### src/rtl/ulps_pkg.sv
package ulps_pkg;

    typedef enum logic [3:0] {
        ST_WAKE_WAIT,
        ST_AWAKE,
        ST_DAT_ENT,
        ST_CLK_ENT,
        ST_IN_ULPS,
        ST_CLK_EXIT,
        ST_CLK_WAIT,
        ST_DAT_EXIT
    } ulps_state_e;

endpackage

### src/rtl/ulps_fsm.sv
module ulps_fsm
    import ulps_pkg::*;
#(
    parameter int NUM_LANES = 4,
    parameter int WAKE_W    = 16
) (
    input  logic                 clk,
    input  logic                 rst_n,
    input  logic                 enter_req,
    input  logic                 exit_req,
    input  logic                 clk_st_n,
    input  logic [NUM_LANES-1:0] dat_st_n,
    input  logic [WAKE_W-1:0]    wake_time,
    output ulps_state_e          state_q,
    output logic                 enter_acc
);

    typedef struct packed {
        ulps_state_e       st;
        logic [WAKE_W-1:0] cnt;
    } fsm_t;

    fsm_t fsm_d, fsm_q;
    logic all_dat_low, all_dat_high, wake_done;

    always_comb begin
        all_dat_low  = ~|dat_st_n;
        all_dat_high = &dat_st_n;
        wake_done    = ({1'b0, fsm_q.cnt} + 1'b1) >= {1'b0, wake_time};
        enter_acc    = (fsm_q.st == ST_AWAKE) && enter_req;

        fsm_d = fsm_q;
        case (fsm_q.st)
            ST_WAKE_WAIT: begin
                if (all_dat_high && clk_st_n) fsm_d.st = ST_AWAKE;
            end
            ST_AWAKE: begin
                if (enter_req) fsm_d.st = ST_DAT_ENT;
            end
            ST_DAT_ENT: begin
                if (all_dat_low) fsm_d.st = ST_CLK_ENT;
            end
            ST_CLK_ENT: begin
                if (!clk_st_n) fsm_d.st = ST_IN_ULPS;
            end
            ST_IN_ULPS: begin
                if (exit_req) begin
                    fsm_d.st  = ST_CLK_EXIT;
                    fsm_d.cnt = '0;
                end
            end
            ST_CLK_EXIT: begin
                if (wake_done) fsm_d.st = ST_CLK_WAIT;
                else           fsm_d.cnt = fsm_q.cnt + 1'b1;
            end
            ST_CLK_WAIT: begin
                if (clk_st_n) begin
                    fsm_d.st  = ST_DAT_EXIT;
                    fsm_d.cnt = '0;
                end
            end
            ST_DAT_EXIT: begin
                if (wake_done) fsm_d.st = ST_WAKE_WAIT;
                else           fsm_d.cnt = fsm_q.cnt + 1'b1;
            end
            default: fsm_d.st = ST_WAKE_WAIT;
        endcase
    end

    always_ff @(posedge clk) begin
        if (!rst_n) begin
            fsm_q.st  <= ST_WAKE_WAIT;
            fsm_q.cnt <= '0;
        end else begin
            fsm_q <= fsm_d;
        end
    end

    assign state_q = fsm_q.st;

    AST_EXIT_ONLY_FROM_ULPS: assert property (@(posedge clk) disable iff (!rst_n)
        (fsm_q.st == ST_CLK_EXIT) && ($past(fsm_q.st) != ST_CLK_EXIT) |-> $past(fsm_q.st) == ST_IN_ULPS);

    AST_ENTER_ONLY_FROM_AWAKE: assert property (@(posedge clk) disable iff (!rst_n)
        (fsm_q.st == ST_DAT_ENT) && ($past(fsm_q.st) != ST_DAT_ENT) |-> $past(fsm_q.st) == ST_AWAKE);

endmodule

### src/rtl/ulps_lane_tmo.sv
module ulps_lane_tmo #(
    parameter int TMO_W = 16
) (
    input  logic             clk,
    input  logic             rst_n,
    input  logic             clear,
    input  logic             wait_low,
    input  logic             wait_high,
    input  logic             st_n,
    input  logic [TMO_W-1:0] limit,
    output logic             err
);

    typedef struct packed {
        logic [TMO_W-1:0] cnt;
        logic             err;
    } tmo_t;

    tmo_t tmo_d, tmo_q;
    logic waiting;

    always_comb begin
        waiting = (wait_low && st_n) || (wait_high && !st_n);
        tmo_d   = tmo_q;
        if (!waiting) begin
            tmo_d.cnt = '0;
        end else if (tmo_q.cnt != limit) begin
            tmo_d.cnt = tmo_q.cnt + 1'b1;
        end
        if (clear) begin
            tmo_d.err = 1'b0;
        end else if (waiting && (tmo_q.cnt == limit)) begin
            tmo_d.err = 1'b1;
        end
    end

    always_ff @(posedge clk) begin
        if (!rst_n) begin
            tmo_q.cnt <= '0;
            tmo_q.err <= 1'b0;
        end else begin
            tmo_q <= tmo_d;
        end
    end

    assign err = tmo_q.err;

    AST_ERR_NEEDS_WAIT: assert property (@(posedge clk) disable iff (!rst_n)
        $rose(err) |-> $past(waiting));

    AST_ERR_STICKY: assert property (@(posedge clk) disable iff (!rst_n)
        $fell(err) |-> $past(clear));

endmodule

### src/rtl/ulps_ctrl.sv
module ulps_ctrl
    import ulps_pkg::*;
#(
    parameter int NUM_LANES = 4,
    parameter int WAKE_W    = 16,
    parameter int TMO_W     = 16
) (
    input  logic                 esc_clk,
    input  logic                 esc_rst_n,
    input  logic                 enter_req,
    input  logic                 exit_req,
    input  logic [WAKE_W-1:0]    wake_time,
    input  logic [TMO_W-1:0]     tmo_limit,
    input  logic                 clk_ulps_n,
    input  logic [NUM_LANES-1:0] dat_ulps_n,
    output logic                 clk_ulps_req,
    output logic                 clk_ulps_exit,
    output logic [NUM_LANES-1:0] dat_esc_req,
    output logic [NUM_LANES-1:0] dat_ulps_req,
    output logic [NUM_LANES-1:0] dat_ulps_exit,
    output logic                 in_ulps,
    output logic                 awake,
    output logic [NUM_LANES:0]   tmo_err
);

    localparam int NUM_WATCH = NUM_LANES + 1;

    ulps_state_e          state_q;
    logic                 enter_acc;
    logic                 dat_hold, dat_wait_low, dat_wait_high;
    logic                 clk_wait_low, clk_wait_high;
    logic [NUM_WATCH-1:0] lane_st_n, lane_wait_low, lane_wait_high;

    ulps_fsm #(
        .NUM_LANES (NUM_LANES),
        .WAKE_W    (WAKE_W)
    ) u_fsm (
        .clk       (esc_clk),
        .rst_n     (esc_rst_n),
        .enter_req (enter_req),
        .exit_req  (exit_req),
        .clk_st_n  (clk_ulps_n),
        .dat_st_n  (dat_ulps_n),
        .wake_time (wake_time),
        .state_q   (state_q),
        .enter_acc (enter_acc)
    );

    always_comb begin
        dat_hold      = (state_q == ST_DAT_ENT)  || (state_q == ST_CLK_ENT)  ||
                        (state_q == ST_IN_ULPS)  || (state_q == ST_CLK_EXIT) ||
                        (state_q == ST_CLK_WAIT) || (state_q == ST_DAT_EXIT);
        clk_ulps_req  = (state_q == ST_CLK_ENT) || (state_q == ST_IN_ULPS) ||
                        (state_q == ST_CLK_EXIT);
        clk_ulps_exit = (state_q == ST_CLK_EXIT);
        dat_esc_req   = {NUM_LANES{dat_hold}};
        dat_ulps_req  = {NUM_LANES{dat_hold}};
        dat_ulps_exit = {NUM_LANES{state_q == ST_DAT_EXIT}};
        in_ulps       = (state_q == ST_IN_ULPS);
        awake         = (state_q == ST_AWAKE);

        dat_wait_low  = (state_q == ST_DAT_ENT);
        dat_wait_high = (state_q == ST_WAKE_WAIT);
        clk_wait_low  = (state_q == ST_CLK_ENT);
        clk_wait_high = (state_q == ST_CLK_WAIT) || (state_q == ST_WAKE_WAIT);

        lane_st_n      = {clk_ulps_n, dat_ulps_n};
        lane_wait_low  = {clk_wait_low,  {NUM_LANES{dat_wait_low}}};
        lane_wait_high = {clk_wait_high, {NUM_LANES{dat_wait_high}}};
    end

    for (genvar g = 0; g < NUM_WATCH; g++) begin : g_tmo
        ulps_lane_tmo #(
            .TMO_W (TMO_W)
        ) u_tmo (
            .clk       (esc_clk),
            .rst_n     (esc_rst_n),
            .clear     (enter_acc),
            .wait_low  (lane_wait_low[g]),
            .wait_high (lane_wait_high[g]),
            .st_n      (lane_st_n[g]),
            .limit     (tmo_limit),
            .err       (tmo_err[g])
        );
    end

    AST_CLK_AFTER_DATA: assert property (@(posedge esc_clk) disable iff (!esc_rst_n)
        $rose(clk_ulps_req) |-> $past(~|dat_ulps_n));

    AST_ULPS_CONFIRMED: assert property (@(posedge esc_clk) disable iff (!esc_rst_n)
        $rose(in_ulps) |-> $past(!clk_ulps_n));

    AST_CLK_EXIT_WITH_REQ: assert property (@(posedge esc_clk) disable iff (!esc_rst_n)
        clk_ulps_exit |-> clk_ulps_req);

    AST_CLK_RELEASE_TOGETHER: assert property (@(posedge esc_clk) disable iff (!esc_rst_n)
        $fell(clk_ulps_exit) |-> $fell(clk_ulps_req));

    AST_DAT_EXIT_AFTER_CLK: assert property (@(posedge esc_clk) disable iff (!esc_rst_n)
        $rose(dat_ulps_exit[0]) |-> $past(clk_ulps_n));

    AST_AWAKE_CONFIRMED: assert property (@(posedge esc_clk) disable iff (!esc_rst_n)
        $rose(awake) |-> $past((&dat_ulps_n) && clk_ulps_n));

    AST_ENTER_FROM_AWAKE: assert property (@(posedge esc_clk) disable iff (!esc_rst_n)
        $rose(dat_ulps_req[0]) |-> $past(awake));

    AST_EXIT_FROM_ULPS: assert property (@(posedge esc_clk) disable iff (!esc_rst_n)
        $rose(clk_ulps_exit) |-> $past(in_ulps));

endmodule

### config.mk
export PLATFORM = sky130hd
export DESIGN_NAME = ulps_ctrl
export DESIGN_NICKNAME = d
export VERILOG_FILES = /design/src/rtl/ulps_pkg.sv /design/src/rtl/ulps_fsm.sv /design/src/rtl/ulps_lane_tmo.sv /design/src/rtl/ulps_ctrl.sv
export SDC_FILE = /design/constraint.sdc
export NUM_CORES = 1
export LEC_CHECK = 0
export ABC_AREA = 1
export BUFFER_PORTS_ARGS = -buffer_cell sky130_fd_sc_hd__buf_2
export CAP_MARGIN = 0
export CORE_MARGIN = 2
export CORE_UTILIZATION = 45
export CTS_CLUSTER_DIAMETER = 120
export DETAILED_ROUTE_END_ITERATION = 16
export PLACE_DENSITY_LB_ADDON = 0.12
export SYNTH_ARGS = -nofsm -noshare
export SYNTH_HDL_FRONTEND = slang
export SYNTH_HIERARCHICAL = 1
export SYNTH_SLANG_ARGS = --single-unit
### constraint.sdc
create_clock -name esc_clk -period 4.3 [get_ports esc_clk]
set_input_delay 0.86 -clock esc_clk [delete_from_list [all_inputs] [get_ports esc_clk]]
set_output_delay 0.86 -clock esc_clk [all_outputs]
set_load 0.01 [all_outputs]
==> flow_summary.json <==
{
  "cts.sinks": 104,
  "reg2reg_slack_ps": 1490,
  "synth_compound_area_share_pct": 7.23,
  "die_y_um": 143,
  "layout_common_cells": "nand2_1 (556), inv_1 (223), nand3_1 (146)",
  "synthCells": 1511,
  "cts_tree": "done",
  "diodes": 0,
  "dieArea_um2": 20400,
  "cts_hold_buf": 0,
  "wl_per_cell_um": 13.0,
  "fin_crit_sh_pct": 65.4,
  "final_common_cell": "nand2_1",
  "startpoint": "u_fsm/fsm_q[0]",
  "placed_area_um2": 8960,
  "hold_violations": 0,
  "grt_pass1_wl_um": 38200,
  "drt_iter0_drc": 477,
  "numPortBuffers": 61,
  "via_per_inst": 4.94,
  "synth-simple-area-share_pct": 45.1,
  "critical_path.max_fanout": 32,
  "power_w": 0.00214,
  "leakage_nw": 4.18,
  "max_freq_mhz": 356,
  "slew_headroom_pct": 23.9,
  "final_nets": 1601,
  "r2r-end": "u_fsm/fsm_q[14]",
  "grt_usage_pct": 23.5,
  "cts_resized": 0,
  "pin_count": 62,
  "synth-seq-area-share_pct": 24.0,
  "synth_fp_nets": 1574,
  "antenna_found_initial": 0,
  "synth_top_family_by_area": "simple AND/OR/NAND/NOR gates",
  "placementRows": 50,
  "critPathArrivalTime_ps": 3070,
  "reg2reg_depth": 17,
  "fin_crit_ps": 2810,
  "hold_class": "flop to flop",
  "cp.required_ps": 4550,
  "critPathCaptureType": "flop",
  "clk_pin_slew_ps": 70,
  "synthXorXnorAreaFrac_pct": 6.05,
  "drc": 0,
  "ys_warn_count": 6,
  "h-tree-depth": 3,
  "max_cap_violations": 0,
  "first_pass_iters": 7,
  "fp.dieW_um": 143,
  "crit_path_start_kind": "flop",
  "finalWirelength_um": 23500,
  "hpwl_um": 16400,
  "num_vias": 8904,
  "antenna_violating_nets_post_route": 0,
  "syn2layout_area_growth_pct": 6.49,
  "fin_setup_tns_ps": 0,
  "initial_core_util_pct": 46.2,
  "r2r-start": "u_fsm/fsm_q[0]",
  "cts-buffers-inserted": 9,
  "ys_ff_latch": 104,
  "rsz0062_at_grt": "false",
  "ir_drop_uv": 176,
  "drv_slew": 0,
  "setup_viol": 0,
  "synth_mux_area_share_pct": 0,
  "cts-root-buf": "clkbuf_16",
  "avgSynthCellArea_um2": 5.75,
  "grt_max_degree": 33,
  "syn_area_um2": 8690,
  "worstSetupPathType": "flop to flop",
  "grt_overflow": 0,
  "synth.distinct_cells": 30,
  "clkLatencyLatePin_ps": 360,
  "post_cts_buffers": 0,
  "gp_congestion": 0.845,
  "coreArea_um2": 18800,
  "powerDensity_nw_per_um2": 232,
  "fin_area_um2": 9260,
  "fin_skew_ps": 9.27,
  "synth_fa_ha_area_share_pct": 3.17,
  "clockBufferDepth": 2,
  "tightest_slew_ps": 1140,
  "drive_above_1_share_pct": 7.59,
  "cp-endpoint": "u_fsm/fsm_q[14]",
  "grt_pass1_vias": 7754,
  "status": "finished, final reports clean"
}
[logic make-up (layout without fill, tap and decap cells)]
family | after synthesis | in the layout
AND/OR/NAND/NOR | 920 | 920
XOR/XNOR | 60 | 60
buffers and inverters | 281 | 312
AO/OA/AOI/OAI | 123 | 123
other | 1 | 1
adder cells (fa/ha/maj) | 22 | 22
flip-flops | 104 | 104
[state kept, by name, summed over array words and instances (netlist names)]
| register | cells |
|---|---|
| u_fsm/fsm_q | 16 |
| g_tmo.u_tmo/tmo_q | 80 |
| u_fsm/state_q | 3 |
| g_tmo.u_tmo/err | 5 |
[synthesized netlist by cell type (all sizes together)]
cell | instances | area share (%)
inv | 236 | 10
nand3b | 6 | 0.52
o21ai | 10 | 0.58
clkbuf | 7 | 0.30
or2 | 2 | 0.14
conb | 1 | 0.043
ha | 22 | 3.2
xor2 | 57 | 5.7
dfxtp | 104 | 24
nand2 | 564 | 25
nand3 | 146 | 8.4
nand4 | 27 | 1.9
o21bai | 2 | 0.17
buf | 38 | 3.9
o211ai | 2 | 0.17
and2 | 1 | 0.072
nor2 | 149 | 7.6
a21o | 1 | 0.086
a21oi | 108 | 6.2
xnor2 | 3 | 0.30
nor3 | 25 | 1.6
[final cells by class]
type                            instances  area, um2
Clock buffer                           11        243
Clock inverter                          4       53.8
Fill cell                            1987       9570
Inverter                              236        886
Multi-Input combinational cell       1126       5360
Sequential cell                       104       2080
Tap cell                              260        325
Timing Repair Buffer                   61        305
[worst min path at each step]
stage / endpoint / cells past startpoint / startpoint
after floorplan: u_fsm/fsm_q[6] / 2 / u_fsm/fsm_q[6]
after global placement: g_tmo[0].u_tmo/err / 2 / g_tmo[0].u_tmo/err
after detailed placement: g_tmo[4].u_tmo/err / 2 / g_tmo[4].u_tmo/err
after CTS: g_tmo[4].u_tmo/err / 2 / g_tmo[4].u_tmo/err
after global routing: g_tmo[0].u_tmo/err / 2 / g_tmo[0].u_tmo/err
final: g_tmo[4].u_tmo/err / 2 / g_tmo[4].u_tmo/err
[power breakdown]
| group | leakage, nW | internal [W] | switching (W) |
|---|---|---|---|
| registers | 0.839 | 0.000975 | 0.0000262 |
| clock network | 0.138 | 0.000467 | 0.000389 |
| logic | 3.20 | 0.0000916 | 0.000194 |
[layer usage]
layer	up-vias	global-route usage [%]	share of wire, %
met5	-	0	0
met4	0	9.17	3.2
met3	31	3.45	4.8
met2	213	39.1	45
met1	3943	30.6	47
li1	4717	-	-
[critical path, cell delays in order, from the launching register on]
cell	delay, ps
dfxtp_1	410
nand2_1	70
nor2_1	200
nand4_1	210
inv_1	170
nand3_1	80
nand2_1	70
inv_1	50
ha_1	270
nand2_1	60
nor3_1	300
nand3_1	110
nand2_1	100
nor2_2	50
nand2_2	70
nand2_4	200
a21oi_1	220
nor2_1	60
[metrics by stage]
stage | hold WS (ps) | setup slack [ps] | std cells | utilization [%]
2_1_floorplan | 474 | 1880 | 1511 | -
3_3_place_gp | 439 | 1590 | 1787 | 47.6
3_5_place_dp | 444 | 1510 | 1787 | 47.6
4_1_cts | 454 | 1490 | 1802 | 49.2
5_1_grt | 468 | 1090 | 1802 | 49.2
6_report | 451 | 1490 | 1802 | 49.2
No activity file was read; power rests on OpenSTA's default activity.
